$ cat src/rtl/fmt_det_pkg.sv
package fmt_det_pkg;
  typedef enum logic [1:0] {J_IDLE, J_HALF, J_LOCK} judge_st_e;
endpackage

$ cat src/rtl/fmt_sync_edge.sv
module fmt_sync_edge #(
  parameter int W = 3
) (
  input  logic         clk_i,
  input  logic         rst_ni,
  input  logic [W-1:0] in_i,
  output logic [W-1:0] lvl_o,
  output logic [W-1:0] rise_o
);
  logic [W-1:0] q1, q2;

  always_ff @(posedge clk_i or negedge rst_ni) begin
    if (!rst_ni) begin
      q1 <= '0;
      q2 <= '0;
    end else begin
      q1 <= in_i;
      q2 <= q1;
    end
  end

  for (genvar g = 0; g < W; g++) begin : g_bit
    assign lvl_o[g]  = q1[g];
    assign rise_o[g] = q1[g] & ~q2[g];
  end
endmodule

$ cat src/rtl/fmt_hrate_meter.sv
module fmt_hrate_meter #(
  parameter int CW     = 16,
  parameter int N_HPER = 20,
  parameter int TMO    = 65535
) (
  input  logic          clk_i,
  input  logic          rst_ni,
  input  logic          hs_rise_i,
  output logic [CW-1:0] rate_o,
  output logic          rate_vld_o,
  output logic          abort_o
);
  localparam int PW = $clog2(N_HPER + 1);
  localparam int TW = $clog2(TMO + 1);
  localparam logic [PW-1:0] PER_LAST = PW'(N_HPER - 1);
  localparam logic [TW-1:0] GAP_LAST = TW'(TMO - 1);

  logic          armed_q;
  logic [CW-1:0] acc_q, acc_inc, rate_q;
  logic [PW-1:0] per_q;
  logic [TW-1:0] gap_q;
  logic          vld_q, abort_q;

  // saturate rather than wrap on very slow inputs
  assign acc_inc = (&acc_q) ? acc_q : acc_q + 1'b1;

  always_ff @(posedge clk_i or negedge rst_ni) begin
    if (!rst_ni) begin
      armed_q <= 1'b0;
      acc_q   <= '0;
      per_q   <= '0;
      gap_q   <= '0;
      rate_q  <= '0;
      vld_q   <= 1'b0;
      abort_q <= 1'b0;
    end else begin
      vld_q   <= 1'b0;
      abort_q <= 1'b0;
      if (!armed_q) begin
        if (hs_rise_i) begin
          armed_q <= 1'b1;
          acc_q   <= '0;
          per_q   <= '0;
          gap_q   <= '0;
        end
      end else if (hs_rise_i) begin
        gap_q <= '0;
        if (per_q == PER_LAST) begin
          rate_q <= acc_inc;
          vld_q  <= 1'b1;
          acc_q  <= '0;
          per_q  <= '0;
        end else begin
          acc_q <= acc_inc;
          per_q <= per_q + 1'b1;
        end
      end else if (gap_q == GAP_LAST) begin
        armed_q <= 1'b0;
        abort_q <= 1'b1;
      end else begin
        gap_q <= gap_q + 1'b1;
        acc_q <= acc_inc;
      end
    end
  end

  assign rate_o     = rate_q;
  assign rate_vld_o = vld_q;
  assign abort_o    = abort_q;
endmodule

$ cat src/rtl/fmt_frame_meter.sv
module fmt_frame_meter #(
  parameter int LW = 11
) (
  input  logic          clk_i,
  input  logic          rst_ni,
  input  logic          clr_i,
  input  logic          hs_rise_i,
  input  logic          vs_rise_i,
  input  logic          fs_lvl_i,
  output logic [LW-1:0] lines_o,
  output logic          il_o,
  output logic          frame_vld_o
);
  logic          have_v_q, fs_prev_q, il_q, vld_q;
  logic [LW-1:0] cnt_q, lines_q;

  always_ff @(posedge clk_i or negedge rst_ni) begin
    if (!rst_ni) begin
      have_v_q  <= 1'b0;
      fs_prev_q <= 1'b0;
      cnt_q     <= '0;
      lines_q   <= '0;
      il_q      <= 1'b0;
      vld_q     <= 1'b0;
    end else if (clr_i) begin
      have_v_q <= 1'b0;
      cnt_q    <= '0;
      vld_q    <= 1'b0;
    end else begin
      vld_q <= 1'b0;
      if (vs_rise_i) begin
        cnt_q     <= hs_rise_i ? LW'(1) : '0;
        have_v_q  <= 1'b1;
        fs_prev_q <= fs_lvl_i;
        if (have_v_q) begin
          lines_q <= cnt_q;
          il_q    <= fs_lvl_i ^ fs_prev_q;
          vld_q   <= 1'b1;
        end
      end else if (hs_rise_i && !(&cnt_q)) begin
        cnt_q <= cnt_q + 1'b1;
      end
    end
  end

  assign lines_o     = lines_q;
  assign il_o        = il_q;
  assign frame_vld_o = vld_q;
endmodule

$ cat src/rtl/fmt_judge.sv
module fmt_judge
  import fmt_det_pkg::*;
#(
  parameter int CW = 16,
  parameter int LW = 11
) (
  input  logic          clk_i,
  input  logic          rst_ni,
  input  logic          en_i,
  input  logic [CW-1:0] min_i,
  input  logic [CW-1:0] max_i,
  input  logic [LW-1:0] exp_lines_i,
  input  logic          exp_il_i,
  input  logic [CW-1:0] rate_i,
  input  logic          rate_vld_i,
  input  logic          abort_i,
  input  logic [LW-1:0] lines_i,
  input  logic          il_i,
  input  logic          frame_vld_i,
  output logic          match_o
);
  judge_st_e st_q;
  logic      seen_q, in_win, pass;

  assign in_win = (rate_i >= min_i) && (rate_i <= max_i);
  assign pass   = (seen_q || rate_vld_i) && in_win &&
                  (lines_i == exp_lines_i) && (il_i == exp_il_i);

  always_ff @(posedge clk_i or negedge rst_ni) begin
    if (!rst_ni) begin
      st_q   <= J_IDLE;
      seen_q <= 1'b0;
    end else if (abort_i) begin
      st_q   <= J_IDLE;
      seen_q <= 1'b0;
    end else begin
      if (rate_vld_i) seen_q <= 1'b1;
      if (!en_i)                     st_q <= J_IDLE;
      else if (rate_vld_i && !in_win) st_q <= J_IDLE;
      else if (frame_vld_i) begin
        if (!pass)               st_q <= J_IDLE;
        else if (st_q == J_IDLE) st_q <= J_HALF;
        else                     st_q <= J_LOCK;
      end
    end
  end

  assign match_o = (st_q == J_LOCK);
endmodule

$ cat src/rtl/video_fmt_detect.sv
module video_fmt_detect #(
  parameter int CW     = 16,
  parameter int LW     = 11,
  parameter int N_HPER = 20,
  parameter int TMO    = 65535
) (
  input  logic          clk_i,
  input  logic          rst_ni,
  input  logic          hsync_i,
  input  logic          vsync_i,
  input  logic          fsync_i,
  input  logic          cfg_en_i,
  input  logic [CW-1:0] cfg_min_i,
  input  logic [CW-1:0] cfg_max_i,
  input  logic [LW-1:0] cfg_lines_i,
  input  logic          cfg_interlaced_i,
  output logic          match_o,
  output logic [CW-1:0] rate_o,
  output logic [LW-1:0] lines_o,
  output logic          interlaced_o
);
  logic [2:0]    lvl, rise;
  logic          rate_vld, abort, frame_vld;

  fmt_sync_edge #(.W(3)) u_edge (
    .clk_i  (clk_i),
    .rst_ni (rst_ni),
    .in_i   ({fsync_i, vsync_i, hsync_i}),
    .lvl_o  (lvl),
    .rise_o (rise)
  );

  fmt_hrate_meter #(.CW(CW), .N_HPER(N_HPER), .TMO(TMO)) u_rate (
    .clk_i      (clk_i),
    .rst_ni     (rst_ni),
    .hs_rise_i  (rise[0]),
    .rate_o     (rate_o),
    .rate_vld_o (rate_vld),
    .abort_o    (abort)
  );

  fmt_frame_meter #(.LW(LW)) u_frame (
    .clk_i       (clk_i),
    .rst_ni      (rst_ni),
    .clr_i       (abort),
    .hs_rise_i   (rise[0]),
    .vs_rise_i   (rise[1]),
    .fs_lvl_i    (lvl[2]),
    .lines_o     (lines_o),
    .il_o        (interlaced_o),
    .frame_vld_o (frame_vld)
  );

  fmt_judge #(.CW(CW), .LW(LW)) u_judge (
    .clk_i       (clk_i),
    .rst_ni      (rst_ni),
    .en_i        (cfg_en_i),
    .min_i       (cfg_min_i),
    .max_i       (cfg_max_i),
    .exp_lines_i (cfg_lines_i),
    .exp_il_i    (cfg_interlaced_i),
    .rate_i      (rate_o),
    .rate_vld_i  (rate_vld),
    .abort_i     (abort),
    .lines_i     (lines_o),
    .il_i        (interlaced_o),
    .frame_vld_i (frame_vld),
    .match_o     (match_o)
  );
endmodule

$ cat config.mk
export PLATFORM = sky130hd
export DESIGN_NAME = video_fmt_detect
export DESIGN_NICKNAME = d
export VERILOG_FILES = /design/src/rtl/fmt_det_pkg.sv /design/src/rtl/fmt_sync_edge.sv /design/src/rtl/fmt_hrate_meter.sv /design/src/rtl/fmt_frame_meter.sv /design/src/rtl/fmt_judge.sv /design/src/rtl/video_fmt_detect.sv
export SDC_FILE = /design/constraint.sdc
export NUM_CORES = 1
export LEC_CHECK = 0
export BUFFER_PORTS_ARGS = -buffer_cell sky130_fd_sc_hd__buf_2
export CORE_UTILIZATION = 29
export DETAILED_ROUTE_END_ITERATION = 12
export PLACE_DENSITY_LB_ADDON = 0.05
export SYNTH_ARGS = -nofsm -noshare
export SYNTH_HDL_FRONTEND = slang
export SYNTH_SLANG_ARGS = --single-unit
$ cat constraint.sdc
create_clock -name clk_i -period 2.5 [get_ports clk_i]
set_input_delay 0.125 -clock clk_i [delete_from_list [all_inputs] [get_ports clk_i]]
set_output_delay 0.125 -clock clk_i [all_outputs]
set_load 0.02 [all_outputs]
* After elaboration in Yosys (flattened, before gate mapping) *
Cells that the tools add are included.

word-level totals
  flip-flop bits (word level) = 90
  logic and storage cells = 96
  output and inout port bits = 29

operators by class
  reduce and logical (&&, ||, !) cells = 20
  eq/ne operators = 7
  muxes and demuxes = 40
  bitwise operators = 6
  add/subtract/negate cells = 4
  $lt $le $gt $ge = 2

operator list
  operator                                                          number
  16-bit 2-to-1 mux                                                 9
  11-bit 2-to-1 mux                                                 3
  16-bit by 1-bit adder with 16-bit output (second input constant)  2
  5-bit 2-to-1 mux                                                  4
  1-bit 2-to-1 mux                                                  18
  16-bit == test (second input constant)                            1
  16-bit greater-or-equal comparator                                1
  16-bit <= comparator                                              1
  16-bit AND reduction                                              1
  2-bit 2-to-1 mux                                                  6
  11-bit by 1-bit adder with 11-bit output (second input constant)  1
  11-bit == test                                                    1
  11-bit AND reduction                                              1
  1-bit logical AND                                                 6
  3-bit AND reduction                                               2
  2-bit nonzero test                                                3
  5-bit by 1-bit adder with 5-bit output (second input constant)    1
  5-bit == test (second input constant)                             1
  4-bit by 1-bit != test with 1-bit output (second input constant)  1
  2-bit AND reduction                                               2
  1-bit NOT                                                         3
  3-bit nonzero test                                                1
  1-bit bitwise AND                                                 2
  2-bit == test (second input constant)                             1
  6 further kinds                                                   7

* Depth between registers and ports, before layout *
Gate-level depths: netlist of the first run.

  word-level depth = 10
  depth in mapped cells = 9
  gate-level depth less buffers = 8

* By module *
Synthesis of the first run repeated with hierarchy kept, for this count alone.

second synthesis, totals
  cells, all modules = 614
  area total of the unflattened synthesis = 5,725.5 µm²

by module, submodules not included
  module           area an instance (µm²)  instances  cells each  seq. area each (µm²)
  fmt_hrate_meter  3,273.1                 1          362         1,401.3
  fmt_frame_meter  1,168.6                 1          102         650.6
  fmt_judge        1,092.3                 1          141         75.1
  fmt_sync_edge    191.4                   1          9           150.1

* Least setup slack after synthesis of the first run *
No wires, ideal clock.

  path type = reg-to-reg
  start point = register u_rate.rate_q[11], in the netlist u_rate.rate_o[11]
  end point = register u_judge.st_q[1]
  stages on the path, launching flop included = 8
  clock period less this slack = 2.154 ns
  setup slack = 0.346 ns
  path buffers = 0
  data required time = 2.406 ns
  data arrival time = 2.060 ns
  cell sequence = dfrtp_1 > ha_1 > a21oi_1 > o21a_1 > o2bb2ai_1 > a2111oi_0 > o221ai_1 > a211oi_1

on the way
  word-level cells in the longest chain between the ends = 10
  elaborated cells between the ends (all ways) = 14

ends and longest elaborated chain
  what                                                                        RTL line               RTL
  start, declared                                                             fmt_hrate_meter.sv:19  logic [CW-1:0] acc_q, acc_inc, rate_q;
  start signal, assigned                                                      fmt_hrate_meter.sv:49  rate_q <= acc_inc;
  16-bit greater-or-equal comparator or 16-bit <= comparator (tied branches)  fmt_judge.sv:25        assign in_win = (rate_i >= min_i) && (rate_i <= max_i);
  1-bit logical AND *                                                         fmt_judge.sv:25
  1-bit logical AND (2 in series)                                             fmt_judge.sv:26        assign pass = (seen_q || rate_vld_i) && in_win &&
  1-bit logical AND                                                           fmt_judge.sv:27        (lines_i == exp_lines_i) && (il_i == exp_il_i);
  2-bit 2-to-1 mux                                                            fmt_judge.sv:41        if (!pass) st_q <= J_IDLE;
  2-bit 2-to-1 mux                                                            fmt_judge.sv:40        else if (frame_vld_i) begin
  2-bit 2-to-1 mux                                                            fmt_judge.sv:39        else if (rate_vld_i && !in_win) st_q <= J_IDLE;
  2-bit 2-to-1 mux                                                            fmt_judge.sv:38        if (!en_i) st_q <= J_IDLE;
  2-bit 2-to-1 mux                                                            fmt_judge.sv:33        end else if (abort_i) begin
  end signal, assigned                                                        fmt_judge.sv:34        st_q <= J_IDLE;
  end signal, assigned                                                        fmt_judge.sv:38
  end signal, assigned                                                        fmt_judge.sv:39
  end, declared                                                               fmt_judge.sv:22        judge_st_e st_q;

Every way passes the cells marked *; elsewhere a longest branch is shown, timed or not. The select of a mux whose other input is x is not followed.
A chain may end at the register's enable or synchronous reset.

* Worst setup path in the final report of the first run *
  start point = register u_rate.rate_q[5], in the netlist u_rate.rate_o[5]
  end point = register u_judge.st_q[1]

Same word-level chain as after synthesis.

==> results of run 1 <==
-- placed cells by master (no fill, tap or decap), drive strengths merged, types with 3 or more instances in the layout --
master | netlist | final
ha | 37 | 37
buf | 8 | 86
inv | 45 | 45
and3 | 12 | 12
o21ai | 46 | 46
nand4 | 16 | 16
or3 | 9 | 9
dfrtp | 90 | 90
nand2 | 46 | 46
dlygate4sd3 | 0 | 4
clkinv | 0 | 3
nor2b | 5 | 5
nand3 | 16 | 16
a21oi | 35 | 35
o211ai | 3 | 3
nand2b | 6 | 6
a31oi | 6 | 6
mux2 | 12 | 12
a21o | 3 | 3
a211oi | 4 | 4
o22ai | 4 | 4
nor3 | 7 | 7
and4 | 5 | 5
xnor2 | 28 | 28
nor2 | 50 | 50
clkbuf | 9 | 10
and2 | 6 | 6
nor4 | 6 | 6
o31ai | 8 | 8
xor2 | 12 | 12
-- metal layers --
layer / share of wire (%) / up-vias
met2: 44 / 91
met1: 50 / 2014
met4: 1.9 / 0
met3: 4.0 / 12
li1: - / 2116
met5: 0 / -
-- cell families after synthesis --
| family | Yosys count |
|---|---|
| multiplexers | 13 |
| AO/OA/AOI/OAI | 122 |
| adder cells (fa/ha/maj) | 37 |
| flip-flops | 90 |
| AND/OR/NAND/NOR | 191 |
| buffers and inverters | 62 |
| XOR/XNOR | 40 |
-- through the flow --
stage                     util, %  power (W)  instance area [µm²]  cells
after floorplan                 -    0.00243                 5230    555
after global placement       33.6    0.00274                 5880    849
after detailed placement     33.6    0.00276                 5880    849
after CTS                    35.6    0.00417                 6220    869
after global routing         35.6    0.00438                 6220    869
final                        35.6    0.00409                 6220    869
-- sequential cells by signal, indices dropped and copies added (netlist names), 2 cells and up --
| register | cells |
|---|---|
| u_edge.lvl_o | 3 |
| u_edge.q2 | 2 |
| u_frame.cnt_q | 11 |
| u_frame.lines_o | 11 |
| u_judge.st_q | 2 |
| u_rate.acc_q | 16 |
| u_rate.gap_q | 16 |
| u_rate.per_q | 5 |
| u_rate.rate_o | 16 |
-- final timing paths --
check	cells after the start	from	slack [ns]	end
max	7	u_rate.rate_o[5]	0.28	u_judge.st_q[1]
max in group asynchronous	3	rst_ni	1.49	u_rate.rate_o[10]
min reg2reg	0	u_edge.lvl_o[1]	0.38	u_edge.q2[1]
min in group asynchronous	2	rst_ni	0.33	u_frame.cnt_q[8]
max reg2reg	7	u_rate.rate_o[5]	0.28	u_judge.st_q[1]
min	4	cfg_en_i	0.18	u_judge.st_q[0]
-- cell type report --
type                            count  area (µm²)  share of cell area (%)
Inverter                           45         171                    2.76
Timing Repair Buffer               90         505                    8.13
Sequential cell                    90        2250                    36.2
Multi-Input combinational cell    403        2710                    43.6
Tap cell                          225         282                    4.53
Clock buffer                       10         229                    3.68
Clock inverter                      6        67.6                    1.09
-- report_power, final --
group          total, W  leakage [nW]  switching [W]  internal [W]
registers       0.00185          1.19       0.000213       0.00164
logic          0.000874          1.61       0.000486      0.000388
clock network   0.00137         0.139       0.000591      0.000777
-- critical path, stage by stage (launching register included) --
cell and delay [ns]:
dfrtp_1 0.42, ha_1 0.30, a21o_1 0.18, a221o_1 0.33, a31oi_1 0.24, o211ai_1 0.26, o221ai_1 0.30, a211oi_1 0.07
-- repair_timing --
item / in CTS / in global routing
resized for setup: 0 / 0
buffers inserted: 0 / 0
setup endpoints to repair: 0 / 0
endpoints found under the hold margin: 46 / 0
hold buffers: 4 / 0
==> run_summary.xml, run 1 <==
<?xml version="1.0" encoding="UTF-8"?>
<metrics>
  <group name="run_status">
    <metric name="run_status" unit="">finished clean</metric>
  </group>
  <group name="cells_and_area">
    <metric name="drive_above_1_share" unit="%">19.4</metric>
    <metric name="diodes" unit="">0</metric>
    <metric name="flow.area_growth_from_synthesis" unit="%">18.9</metric>
    <metric name="fillCellCount" unit="">1837</metric>
    <metric name="final_nets" unit="">726</metric>
  </group>
  <group name="synth">
    <metric name="synth.area.mux_share" unit="%">2.78</metric>
    <metric name="synth.cell_area" unit="µm²">5230</metric>
    <metric name="yosys_warnings" unit="">0</metric>
    <metric name="synthFlopType" unit="">dfrtp_1</metric>
    <metric name="yosys-top-cells-area" unit="">dfrtp_1 (43%), ha_1 (8.9%), xnor2_1 (4.7%)</metric>
    <metric name="ys_ff_latch" unit="">90</metric>
    <metric name="synth_fp_nets" unit="">642</metric>
    <metric name="share_of_synthesized_flip_flops_with_an_asynchronous_set_or_reset" unit="%">100</metric>
    <metric name="synth_fa_ha_area_share" unit="%">8.86</metric>
    <metric name="post_synth_and_or_nand_nor_area_fraction" unit="%">19.0</metric>
    <metric name="synth_xor_area_share" unit="%">6.70</metric>
    <metric name="post_synth.cell_area_avg" unit="µm²">9.42</metric>
    <metric name="yosysTopAreaCell" unit="">dfrtp_1</metric>
    <metric name="yosysSeqAreaShare" unit="%">43.1</metric>
    <metric name="post-synth-top-count-cell" unit="">dfrtp_1</metric>
    <metric name="synth.distinct_cells" unit="">55</metric>
    <metric name="netlist.area_leader.share" unit="%">43.1</metric>
    <metric name="synth_top_family_by_area" unit="">simple AND/OR/NAND/NOR gates</metric>
    <metric name="synth-edff-count" unit="">0</metric>
    <metric name="postSynthCellCount" unit="">555</metric>
    <metric name="synth_compound_area_share" unit="%">14.5</metric>
    <metric name="netlist_top_cells_count" unit="">dfrtp_1 (90), nor2_1 (50), o21ai_0 (46)</metric>
  </group>
  <group name="routing">
    <metric name="drc_errors" unit="">0</metric>
    <metric name="drt-pass1-iter-count" unit="">4</metric>
    <metric name="number_of_nets_still_failing_antenna_checks_after_routing" unit="">0</metric>
    <metric name="vias" unit="">4233</metric>
    <metric name="drt_first_iter_violations" unit="">176</metric>
    <metric name="viasPerCell" unit="">4.87</metric>
    <metric name="wl_per_cell" unit="µm">14.5</metric>
    <metric name="wl" unit="µm">12600</metric>
  </group>
  <group name="sta">
    <metric name="grt_setup_unrepaired" unit="">no</metric>
    <metric name="max-slew-margin-rel" unit="%">58.8</metric>
    <metric name="post_route_fraction_of_the_period_consumed_by_the_critical_path" unit="%">88.9</metric>
    <metric name="setup_total_negative_slack" unit="ns">0</metric>
    <metric name="post-route-min-period" unit="ns">2.22</metric>
    <metric name="timing.fmax" unit="GHz">0.450</metric>
    <metric name="final_critical_path_setup_slack" unit="ns">0.276</metric>
    <metric name="report.final.setup_viol" unit="">0</metric>
    <metric name="final.setup_skew" unit="ns">0.00533</metric>
    <metric name="hold-worst-slack" unit="ns">0.178</metric>
    <metric name="report.final.hold_viol_count" unit="">0</metric>
    <metric name="report.final.slew_viol_count" unit="">0</metric>
    <metric name="worst-slew-pin-transition" unit="ns">0.619</metric>
  </group>
  <group name="placement">
    <metric name="io_buffers" unit="">78</metric>
    <metric name="place_congestion" unit="">0.756</metric>
    <metric name="post-place-ws" unit="ns">0.247</metric>
    <metric name="dp_hpwl" unit="µm">9400</metric>
  </group>
  <group name="die">
    <metric name="die_w" unit="µm">136</metric>
    <metric name="design.portCount" unit="">79</metric>
    <metric name="initial_utilization" unit="%">29.9</metric>
    <metric name="overall_die_height" unit="µm">136</metric>
    <metric name="floorplan.core_area" unit="µm²">17500</metric>
    <metric name="rows" unit="">48</metric>
    <metric name="design.die.area" unit="µm²">18600</metric>
  </group>
  <group name="clock_tree">
    <metric name="cts-buffers-inserted" unit="">9</metric>
    <metric name="cts_tree" unit="">built</metric>
    <metric name="htree_num_levels" unit="">3</metric>
    <metric name="clock_tree.buffer_depth" unit="">2</metric>
    <metric name="clock_sink_count" unit="">90</metric>
    <metric name="path_clk_slew" unit="ns">0.07</metric>
    <metric name="worstSkewPairLatency" unit="ns">0.35</metric>
    <metric name="root_buffer" unit="">clkbuf_16</metric>
  </group>
  <group name="power_and_ir_drop">
    <metric name="power.static_leakage" unit="nW">2.94</metric>
    <metric name="power.density_cell_area" unit="nW/µm²">659</metric>
    <metric name="max-vdd-ir-drop" unit="mV">0.331</metric>
  </group>
  <group name="global_route">
    <metric name="groute.layer.met3.usage" unit="%">2.09</metric>
    <metric name="grt_pass1_vias" unit="">4228</metric>
    <metric name="grt_pass1_wl" unit="µm">21400</metric>
    <metric name="globalRouteTotalUtil" unit="%">14.8</metric>
    <metric name="grt_remaining_overflow" unit="">0</metric>
    <metric name="groute.layer.met1.usage" unit="%">19.9</metric>
    <metric name="grt_use_met2" unit="%">23.5</metric>
    <metric name="grt_antenna_before_repair" unit="">0</metric>
    <metric name="grt-busiest-layer" unit="">met2</metric>
    <metric name="maximum_number_of_pins_on_one_net_before_global_route_repair" unit="">48</metric>
  </group>
  <group name="job">
    <metric name="drv_cap" unit="">0</metric>
  </group>
  <group name="critical_path">
    <metric name="cp-end-kind" unit="">flop</metric>
    <metric name="worstSetupPathType" unit="">flop to flop</metric>
    <metric name="worstPathMaxFanout" unit="">4</metric>
    <metric name="critPathArrivalTime" unit="ns">2.45</metric>
    <metric name="worstSetupStartpointType" unit="">flop</metric>
    <metric name="cp_data_required_time" unit="ns">2.73</metric>
  </group>
  <group name="min_path">
    <metric name="worstHoldPathType" unit="">input port to flop</metric>
  </group>
</metrics>
Power figures use the tool's default switching activity.
==> inputs of run 2 (changes only) <==
--- a/config.mk
+++ b/config.mk
@@ -5,9 +5,10 @@
 export SDC_FILE = /design/constraint.sdc
 export NUM_CORES = 1
 export LEC_CHECK = 0
-export BUFFER_PORTS_ARGS = -buffer_cell sky130_fd_sc_hd__buf_2
 export CORE_UTILIZATION = 29
 export DETAILED_ROUTE_END_ITERATION = 12
+export DONT_BUFFER_PORTS = 1
+export GPL_TIMING_DRIVEN = 0
 export PLACE_DENSITY_LB_ADDON = 0.05
 export SYNTH_ARGS = -nofsm -noshare
 export SYNTH_HDL_FRONTEND = slang
==> run_summary.xml, run 2 (synthesized netlist as in run 1, its figures left out) <==
<?xml version="1.0" encoding="UTF-8"?>
<metrics>
  <group name="clock_tree">
    <metric name="root_buffer" unit="">clkbuf_16</metric>
    <metric name="htree_num_levels" unit="">3</metric>
    <metric name="clock_sink_count" unit="">90</metric>
    <metric name="cts-buffers-inserted" unit="">9</metric>
    <metric name="worstSkewPairLatency" unit="ns">0.35</metric>
    <metric name="cts_tree" unit="">built</metric>
    <metric name="clock_tree.buffer_depth" unit="">2</metric>
    <metric name="path_clk_slew" unit="ns">0.06</metric>
  </group>
  <group name="cells_and_area">
    <metric name="diodes" unit="">0</metric>
    <metric name="mostFrequentLayoutCell" unit="">dfrtp_1</metric>
    <metric name="final_nets" unit="">658</metric>
    <metric name="finalCoreUtilization" unit="%">33.9</metric>
    <metric name="fillCellCount" unit="">1821</metric>
    <metric name="drive_above_1_share" unit="%">8.51</metric>
    <metric name="flow.area_growth_from_synthesis" unit="%">13.2</metric>
    <metric name="final_cell_mix" unit="">dfrtp_1 (90), nor2_1 (49), o21ai_0 (46)</metric>
  </group>
  <group name="critical_path">
    <metric name="timing.rr.start" unit="">u_rate.rate_o[11]</metric>
    <metric name="worstSetupPathType" unit="">flop to flop</metric>
    <metric name="cp_data_required_time" unit="ns">2.72</metric>
    <metric name="critPathBufInv" unit="">0</metric>
    <metric name="cpPeakStageDelay" unit="ns">0.50</metric>
    <metric name="r2r_setup_slack" unit="ns">0.17</metric>
    <metric name="cp-end-kind" unit="">flop</metric>
    <metric name="cell_family_with_the_largest_share_of_critical_path_delay" unit="">compound AO/OA/AOI/OAI gates</metric>
    <metric name="worst-r2r-cell-count" unit="">7</metric>
    <metric name="worstSetupStartpointType" unit="">flop</metric>
    <metric name="worstReg2RegEnd" unit="">u_judge.st_q[1]</metric>
    <metric name="cpMaxStageDelayCell" unit="">dfrtp_1</metric>
    <metric name="path_cells" unit="">ha_1 -&gt; nand4_1 -&gt; or3_1 -&gt; a21oi_1 -&gt; a2111oi_4 -&gt; o221ai_1 -&gt; a211oi_1</metric>
    <metric name="critPathArrivalTime" unit="ns">2.55</metric>
    <metric name="worstPathMaxFanout" unit="">4</metric>
  </group>
  <group name="routing">
    <metric name="drt_first_iter_violations" unit="">122</metric>
    <metric name="viasPerCell" unit="">4.98</metric>
    <metric name="number_of_nets_still_failing_antenna_checks_after_routing" unit="">0</metric>
    <metric name="wl" unit="µm">12600</metric>
    <metric name="drc_errors" unit="">0</metric>
    <metric name="vias" unit="">3985</metric>
    <metric name="drt-pass1-iter-count" unit="">4</metric>
    <metric name="wl_per_cell" unit="µm">15.7</metric>
  </group>
  <group name="sta">
    <metric name="post_route_fraction_of_the_period_consumed_by_the_critical_path" unit="%">93.3</metric>
    <metric name="worst-slew-pin-transition" unit="ns">0.687</metric>
    <metric name="setup_total_negative_slack" unit="ns">0</metric>
    <metric name="report.final.slew_viol_count" unit="">0</metric>
    <metric name="timing.fmax" unit="GHz">0.429</metric>
    <metric name="grt_setup_unrepaired" unit="">no</metric>
    <metric name="final.setup_skew" unit="ns">0.0108</metric>
    <metric name="final_critical_path_setup_slack" unit="ns">0.168</metric>
    <metric name="report.final.hold_viol_count" unit="">0</metric>
    <metric name="post-route-min-period" unit="ns">2.33</metric>
    <metric name="report.final.setup_viol" unit="">0</metric>
    <metric name="max-slew-margin-rel" unit="%">53.6</metric>
  </group>
  <group name="global_route">
    <metric name="groute.layer.met1.usage" unit="%">18.8</metric>
    <metric name="globalRouteTotalUtil" unit="%">14.4</metric>
    <metric name="groute.layer.met3.usage" unit="%">2.09</metric>
    <metric name="grt_antenna_before_repair" unit="">0</metric>
    <metric name="maximum_number_of_pins_on_one_net_before_global_route_repair" unit="">91</metric>
    <metric name="grt_remaining_overflow" unit="">0</metric>
    <metric name="grt_use_met2" unit="%">23.8</metric>
    <metric name="grt_pass1_vias" unit="">3951</metric>
    <metric name="grt-busiest-layer" unit="">met2</metric>
    <metric name="grt_pass1_wl" unit="µm">20600</metric>
  </group>
  <group name="die">
    <metric name="design.die.area" unit="µm²">18600</metric>
    <metric name="floorplan.core_area" unit="µm²">17500</metric>
    <metric name="design.portCount" unit="">79</metric>
    <metric name="rows" unit="">48</metric>
    <metric name="overall_die_height" unit="µm">136</metric>
    <metric name="initial_utilization" unit="%">29.9</metric>
    <metric name="die_w" unit="µm">136</metric>
  </group>
  <group name="min_path">
    <metric name="hp-start" unit="">cfg_en_i</metric>
    <metric name="hold_depth" unit="">3</metric>
    <metric name="worstHoldEndpoint" unit="">u_judge.st_q[0]</metric>
    <metric name="worstHoldPathType" unit="">input port to flop</metric>
  </group>
  <group name="placement">
    <metric name="dp_hpwl" unit="µm">9310</metric>
    <metric name="place_congestion" unit="">0.771</metric>
    <metric name="io_buffers" unit="">0</metric>
    <metric name="post-place-ws" unit="ns">-0.442</metric>
  </group>
  <group name="job">
    <metric name="drv_cap" unit="">0</metric>
  </group>
  <group name="power_and_ir_drop">
    <metric name="power.density_cell_area" unit="nW/µm²">697</metric>
    <metric name="power.static_leakage" unit="nW">2.64</metric>
    <metric name="max-vdd-ir-drop" unit="mV">0.271</metric>
  </group>
  <group name="run_status">
    <metric name="run_status" unit="">finished clean</metric>
  </group>
</metrics>
==> run 2: final cells by class <==
class                           count  area (µm²)  area share [%]
Clock buffer                       12         246            4.16
Clock inverter                      4        73.8            1.25
Sequential cell                    90        2250            38.0
Buffer                             17        96.3            1.63
Inverter                           45         171            2.90
Multi-Input combinational cell    403        2730            46.1
Timing Repair Buffer                5        67.6            1.14
Tap cell                          225         282            4.76
==> run 2: worst register-to-register path, cell delays in order, from the launching register on <==
cell and delay, ns:
dfrtp_1 0.50, ha_1 0.37, nand4_1 0.18, or3_1 0.46, a21oi_1 0.31, a2111oi_4 0.08
o221ai_1 0.22, a211oi_1 0.08
==> run 2: metrics by stage <==
| step | hold WS [ns] | instances | cell area (µm²) | total power [W] |
|---|---|---|---|---|
| finish | 0.0971 | 801 | 5920 | 0.00412 |
| global route | 0.107 | 801 | 5920 | 0.00440 |
| CTS | 0.0878 | 801 | 5900 | 0.00419 |
| detailed placement | -0.168 | 780 | 5510 | 0.00264 |
| global placement | -0.168 | 780 | 5510 | 0.00261 |
| floorplan | -0.171 | 555 | 5230 | 0.00243 |
==> run 2: worst max path at each step <==
stage	start	to	cells past startpoint
after CTS	u_rate.per_q[0]	u_rate.acc_q[7]	8
after detailed placement	u_rate.rate_o[11]	u_judge.st_q[1]	7
after global routing	u_rate.gap_q[0]	u_rate.gap_q[6]	8
after global placement	u_rate.rate_o[11]	u_judge.st_q[1]	7
after floorplan	u_rate.rate_o[11]	u_judge.st_q[1]	7
final	u_rate.rate_o[11]	u_judge.st_q[1]	7
==> run 2: layer usage <==
metal  vias up  routed length, µm
met5         -                  0
met4         0                191
met3        13                409
met2        76               5720
met1      1904               6250
li1       1992                  -
==> run 2: power breakdown <==
part	total [W]	internal, W	switching, W
clock network	0.00148	0.000907	0.000575
logic	0.000718	0.000327	0.000391
registers	0.00192	0.00164	0.000286
==> run 2: timing repair <==
action,CTS,global route
endpoints found under the setup margin,2,8
setup buffers,0,0
hold endpoints to repair,93,0
hold buffers,5,0
gates resized for setup,2,4
